## config.mk

```make
export PLATFORM = sky130hd
export DESIGN_NAME = xbus_master
export DESIGN_NICKNAME = d
export VERILOG_FILES = /design/src/rtl/xbus_pkg.sv /design/src/rtl/xbus_phase_timer.sv /design/src/rtl/xbus_seq.sv /design/src/rtl/xbus_pins.sv /design/src/rtl/xbus_master.sv
export SDC_FILE = /design/constraint.sdc
export NUM_CORES = 1
export LEC_CHECK = 0
export BUFFER_PORTS_ARGS = -buffer_cell sky130_fd_sc_hd__buf_4
export CORE_ASPECT_RATIO = 0.6
export CORE_UTILIZATION = 42
export DETAILED_ROUTE_END_ITERATION = 8
export GPL_ROUTABILITY_DRIVEN = 0
export HOLD_SLACK_MARGIN = 0.12
export PLACE_DENSITY_LB_ADDON = 0.15
export SYNTH_ARGS = -nofsm -noshare
export SYNTH_HDL_FRONTEND = slang
export SYNTH_SLANG_ARGS = --single-unit
export TNS_END_PERCENT = 1
```

## constraint.sdc

```tcl
create_clock -name clk -period 3.1 [get_ports clk]
set_input_delay 0.93 -clock clk [delete_from_list [all_inputs] [get_ports clk]]
set_output_delay 0.93 -clock clk [all_outputs]
set_load 0.01 [all_outputs]
```

## src/rtl/xbus_pkg.sv

```systemverilog
package xbus_pkg;
  typedef enum logic [2:0] {
    PH_IDLE,
    PH_ALE,
    PH_HOLD,
    PH_TURN,
    PH_RSTB,
    PH_WDAT,
    PH_WSTB,
    PH_WREC
  } phase_e;
endpackage

```

## src/rtl/xbus_phase_timer.sv

```systemverilog
module xbus_phase_timer #(
  parameter int PH_CYC = 2
) (
  input  logic clk,
  input  logic rst,
  input  logic restart,
  output logic last
);
  localparam int CW = (PH_CYC > 1) ? $clog2(PH_CYC) : 1;
  localparam logic [CW-1:0] LAST_V = CW'(PH_CYC - 1);

  logic [CW-1:0] cnt;

  assign last = (cnt == LAST_V);

  always_ff @(posedge clk) begin
    if (rst || restart) cnt <= '0;
    else if (!last)     cnt <= cnt + 1'b1;
  end
endmodule

```

## src/rtl/xbus_seq.sv

```systemverilog
module xbus_seq
  import xbus_pkg::*;
(
  input  logic   clk,
  input  logic   rst,
  input  logic   req_valid,
  input  logic   req_write,
  input  logic   last,
  output phase_e phase,
  output phase_e nxt,
  output logic   accept,
  output logic   restart,
  output logic   finish
);
  logic is_wr;

  assign accept  = (phase == PH_IDLE) && req_valid;
  assign restart = (nxt != phase);
  assign finish  = last && ((phase == PH_RSTB) || (phase == PH_WREC));

  always_comb begin
    nxt = phase;
    unique case (phase)
      PH_IDLE: if (req_valid) nxt = PH_ALE;
      PH_ALE:  if (last) nxt = PH_HOLD;
      PH_HOLD: if (last) nxt = is_wr ? PH_WDAT : PH_TURN;
      PH_TURN: if (last) nxt = PH_RSTB;
      PH_RSTB: if (last) nxt = PH_IDLE;
      PH_WDAT: if (last) nxt = PH_WSTB;
      PH_WSTB: if (last) nxt = PH_WREC;
      PH_WREC: if (last) nxt = PH_IDLE;
      default: nxt = PH_IDLE;
    endcase
  end

  always_ff @(posedge clk) begin
    if (rst) begin
      phase <= PH_IDLE;
      is_wr <= 1'b0;
    end else begin
      phase <= nxt;
      if (accept) is_wr <= req_write;
    end
  end

  // the end of an access always returns the sequencer to idle
  p_finish_idle_r9: assert property (@(posedge clk) disable iff (rst)
    finish |=> (phase == PH_IDLE));
endmodule

```

## src/rtl/xbus_pins.sv

```systemverilog
module xbus_pins
  import xbus_pkg::*;
#(
  parameter int AW = 16,
  parameter int DW = 8
) (
  input  logic          clk,
  input  logic          rst,
  input  logic          accept,
  input  logic          req_short,
  input  logic [AW-1:0] req_addr,
  input  logic [DW-1:0] req_wdata,
  input  phase_e        phase,
  input  phase_e        nxt,
  input  logic          finish,
  input  logic [DW-1:0] ad_in,
  output logic [DW-1:0] ad_out,
  output logic          ad_oe,
  output logic [AW-DW-1:0] hi,
  output logic          ale,
  output logic          rd_n,
  output logic          wr_n,
  output logic [DW-1:0] rdata,
  output logic          done
);
  logic [AW-1:0] addr_q;
  logic [DW-1:0] wdata_q;
  logic          short_q;
  logic          data_ph;
  logic          drive_nxt;

  assign data_ph   = (nxt == PH_WDAT) || (nxt == PH_WSTB) || (nxt == PH_WREC);
  assign drive_nxt = data_ph || (nxt == PH_ALE) || (nxt == PH_HOLD);

  always_ff @(posedge clk) begin
    if (rst) begin
      addr_q  <= '0;
      wdata_q <= '0;
      short_q <= 1'b0;
      ad_out  <= '0;
      ad_oe   <= 1'b0;
      hi      <= '0;
      ale     <= 1'b0;
      rd_n    <= 1'b1;
      wr_n    <= 1'b1;
      rdata   <= '0;
      done    <= 1'b0;
    end else begin
      if (accept) begin
        addr_q  <= req_addr;
        wdata_q <= req_wdata;
        short_q <= req_short;
        ad_out  <= req_addr[DW-1:0];
      end else if (data_ph) begin
        ad_out  <= wdata_q;
      end else begin
        ad_out  <= addr_q[DW-1:0];
      end
      ad_oe <= drive_nxt;
      ale   <= (nxt == PH_ALE);
      rd_n  <= (nxt != PH_RSTB);
      wr_n  <= (nxt != PH_WSTB);
      if (phase == PH_ALE && nxt == PH_HOLD && !short_q)
        hi <= addr_q[AW-1:DW];
      if (phase == PH_RSTB && finish)
        rdata <= ad_in;
      done <= finish;
    end
  end

  p_released_r5: assert property (@(posedge clk) disable iff (rst)
    !rd_n |-> !ad_oe);
  p_excl_r6: assert property (@(posedge clk) disable iff (rst)
    !(!rd_n && !wr_n) && !(ale && (!rd_n || !wr_n)));
  p_hi_steady_r4: assert property (@(posedge clk) disable iff (rst)
    ale |-> $stable(hi));
  p_capture_r8: assert property (@(posedge clk) disable iff (rst)
    $rose(rd_n) |-> (rdata == $past(ad_in)));
  p_done_pulse_r9: assert property (@(posedge clk) disable iff (rst)
    done |=> !done);
  p_page_hi_r7: assert property (@(posedge clk) disable iff (rst)
    (short_q && phase != PH_IDLE && !accept) |-> $stable(hi));
endmodule

```

## src/rtl/xbus_master.sv

```systemverilog
module xbus_master
  import xbus_pkg::*;
#(
  parameter int PH_CYC = 2
) (
  input  logic        clk,
  input  logic        rst,
  input  logic        req_valid,
  input  logic        req_write,
  input  logic        req_short,
  input  logic [15:0] req_addr,
  input  logic [7:0]  req_wdata,
  output logic        req_ready,
  output logic [7:0]  rsp_rdata,
  output logic        rsp_done,
  output logic [7:0]  bus_ad_out,
  output logic        bus_ad_oe,
  input  logic [7:0]  bus_ad_in,
  output logic [7:0]  bus_hi,
  output logic        bus_ale,
  output logic        bus_rd_n,
  output logic        bus_wr_n
);
  phase_e phase, nxt;
  logic   last, accept, restart, finish;

  xbus_phase_timer #(.PH_CYC(PH_CYC)) u_tmr (
    .clk(clk), .rst(rst), .restart(restart), .last(last)
  );

  xbus_seq u_seq (
    .clk(clk), .rst(rst), .req_valid(req_valid), .req_write(req_write),
    .last(last), .phase(phase), .nxt(nxt), .accept(accept),
    .restart(restart), .finish(finish)
  );

  xbus_pins #(.AW(16), .DW(8)) u_pins (
    .clk(clk), .rst(rst), .accept(accept), .req_short(req_short),
    .req_addr(req_addr), .req_wdata(req_wdata), .phase(phase), .nxt(nxt),
    .finish(finish), .ad_in(bus_ad_in), .ad_out(bus_ad_out),
    .ad_oe(bus_ad_oe), .hi(bus_hi), .ale(bus_ale), .rd_n(bus_rd_n),
    .wr_n(bus_wr_n), .rdata(rsp_rdata), .done(rsp_done)
  );

  assign req_ready = (phase == PH_IDLE);

  p_start_idle_r10: assert property (@(posedge clk) disable iff (rst)
    $rose(bus_ale) |-> $past(req_ready));
  p_idle_pins_r1: assert property (@(posedge clk) disable iff (rst)
    (req_ready && !rsp_done) |-> (!bus_ale && bus_rd_n && bus_wr_n && !bus_ad_oe));
endmodule

```

==> flow_summary.ini <==
[yosys]
synth_cell_type_count = 33
synth.cell_area_mm2 = 0.002332
postSynthNetCount = 296
post_synth_edffs = 0
synthArstFlopShare_pct = 0
ys_ff_latch = 59
synthCells = 259
yosys_warnings = 0
synth_flop_cell = sky130_fd_sc_hd__dfxtp_1
portion_of_the_post_synthesis_area_used_by_sequential_elements_pct = 50.64
synth_area_per_cell_um2 = 9.005

[routing]
detail_route.first_pass.iterations = 6
post_drt_via_cell_ratio = 4.903
first_iter_violations = 115
detail_route.wl_per_cell_um = 12.48
vias = 1927
antenna_violating_nets_post_route = 0
route.detailed.drc = 0
totalWireLength_um = 4905

[setup_path]
crit_end_category = flop
cp.required_ns = 3.32
reg2reg_slack_ns = 0.73
critPathLaunchType = flop
timing.setup.critical_path_class = reg -> reg
cp.arrival_ns = 2.60
max_fanout_on_critical_path = 16
timing.critical_path.slowest_cell_delay_ns = 0.77
cp_slowest_cell = sky130_fd_sc_hd__dfxtp_1
timing.critical_path.cells = nand2_1, a311oi_4, buf_4, nor2_1, a2111oi_1

[layout]
final_layout_size_suffix_gt1_share_pct = 29.05
fillerInstances = 493
area_delta_synth_final_pct = 32.94
layout.core_utilization_pct = 59.57
finalNetCount = 359
final_antenna_diode_count = 0

[timing]
final.setup.tns_ns = 0
relSlewSlack_pct = 48.82
fin_crit_sh_pct = 76.58
maximum_clock_rate_ghz = 0.4213
period_needed_ns = 2.374
timing_worst_slew_pin_value_ns = 0.7619
timing.final.max_slew_violations = 0
fin_worst_skew_ns = 0.008588
final_number_of_hold_violating_endpoints = 0
setup_viol_count_final = 0
unrepaired_setup_endpoints_after_global_routing = no

[flow_run]
max-cap-violations = 0

[clock_tree]
h-tree-depth = 3
postCtsResizedCells = 0
tritoncts = yes
cts_buffers = 9
cts_post_setup_buffers_inserted = 0
clockBufferDepth = 2
clkSinkCount = 59
clock_insertion_delay_worst_skew_ns = 0.34
ctsRootBufferMaster = sky130_fd_sc_hd__clkbuf_8
clkTransAtPathRegs_ns = 0.06
hold_buffers = 0

[pwr]
power_leakage_nw = 1.291
peakVddDrop_uv = 336.9
power_density_mw_per_mm2 = 634.2

[floorplanning]
core_region_mm2 = 0.005205
dieHeight_um = 59.72
count_of_standard_cell_rows = 20
io_pins = 67
area_enclosed_by_the_die_boundary_mm2 = 0.005865
initial_utilization_pct = 44.81
die_width_um = 98.20

[worst_hold_path]
timing.hold.worst.class = reg -> reg

[placement]
post-dp-hpwl_um = 3296
port-buffer-count = 66

[global_route]
grt_first_pass_wirelength_um = 8052
grt_antenna_before_repair = 0
pin_count_of_the_biggest_net_entering_global_routing = 58
vias_in_the_first_global_route = 1759
grt-ovfl-total = 0
grt_util_all_layers_pct = 18.37

[outcome]
outcome = complete, no violations
synth_stat cells (all sizes together) (2+ instances only):
master,count,area (um^2)
nor2b,2,12.51
clkbuf,8,30.03
a21oi,28,140.1
a211oi,2,15.01
nand2,57,214.0
inv,3,11.26
dfxtp,59,1181
nor3,3,31.28
nor2,43,166.4
buf,11,81.32
o21ai,5,25.02
a2111oi,8,115.1
a311oi,2,35.04
mux2i,16,160.2
per-stage QoR:
stage	setup WS, ns	instances	total power, mW	instance area [um^2]	hold WS, ns
3_3_place_gp	0.8489	377	1.062	2836	0.4445
2_1_floorplan	1.270	259	0.9813	2332	0.4360
5_1_grt	0.5690	393	2.061	3100	0.4727
6_report	0.7261	393	1.966	3100	0.4544
4_1_cts	0.7592	393	1.989	3100	0.4572
3_5_place_dp	0.7891	377	1.067	2836	0.4475
registers in the layout (all words and copies together), names as in the netlist:
name	count
u_pins.short_q	1
u_pins.hi	8
u_pins.ale	1
u_pins.wr_n	1
u_pins.rdata	8
u_pins.ad_out	8
u_pins.done	1
u_seq.is_wr	1
u_tmr.last	1
u_seq.phase	3
u_pins.wdata_q	8
u_pins.rd_n	1
u_pins.ad_oe	1
u_pins.addr_q	16
final timing paths:
path                           from  depth (start not counted)                end
setup / recovery     u_seq.phase[1]                          5   u_pins.ad_out[3]
hold / removal    u_pins.addr_q[13]                          2  u_pins.addr_q[13]
setup reg to reg     u_seq.phase[1]                          5   u_pins.ad_out[3]
hold reg to reg   u_pins.addr_q[13]                          2  u_pins.addr_q[13]
area by class of cell:
type	instances	area, um^2	area share, %
clock buffer	9	123.9	3.995
clock inverter	7	140.1	4.520
inverter	3	11.26	0.3632
multi-input combinational	178	1028	33.17
sequential	59	1181	38.10
tap	66	82.58	2.663
timing repair buffer	71	533.0	17.19
placed cells by master, fill, tap and decap left out, types with 2 or more instances in the layout:
master,Yosys,routed
sky130_fd_sc_hd__a21oi_1,28,28
sky130_fd_sc_hd__dfxtp_1,59,59
sky130_fd_sc_hd__a2111oi_1,6,6
sky130_fd_sc_hd__clkinvlp_4,0,2
sky130_fd_sc_hd__nand2_1,57,57
sky130_fd_sc_hd__clkbuf_8,0,9
sky130_fd_sc_hd__mux2i_1,16,16
sky130_fd_sc_hd__a2111oi_4,2,2
sky130_fd_sc_hd__inv_1,3,3
sky130_fd_sc_hd__nor2_1,41,41
sky130_fd_sc_hd__a211oi_1,2,2
sky130_fd_sc_hd__bufinv_16,0,4
sky130_fd_sc_hd__o21ai_0,5,5
sky130_fd_sc_hd__buf_4,3,71
sky130_fd_sc_hd__nor2b_1,2,2
sky130_fd_sc_hd__nor2_2,2,2
where the power goes:
group          internal, mW  switching [mW]
combinational         0.105           0.109
sequential            0.801          0.0338
clock                 0.613           0.305
worst max-delay path: cells and delay by family (launching register included):
kind            cells  cell delay, ns
compound gates      2            0.87
flops               1            0.77
simple gates        2            0.34
buf+inv             1            0.28
logic make-up (layout without fill, tap and decap cells):
| group | Yosys count | in the layout | share of synthesized area, % |
|---|---|---|---|
| simple gates | 111 | 111 | 20.87 |
| flops | 59 | 59 | 50.64 |
| compound gates | 50 | 50 | 15.99 |
| buf+inv | 22 | 90 | 5.257 |
| mux | 16 | 16 | 6.867 |
| xor+xnor | 1 | 1 | 0.3756 |
routing by layer:
metal / vias to the layer above / track usage (%) / wire, um
li1: 1000 / - / -
met2: 51 / 28.17 / 2104
met3: 6 / 10.18 / 369
met1: 870 / 22.48 / 2390
met4: 0 / 5.117 / 41
met5: - / 0 / 0
Note: power is estimated with default switching activity, not from simulation.
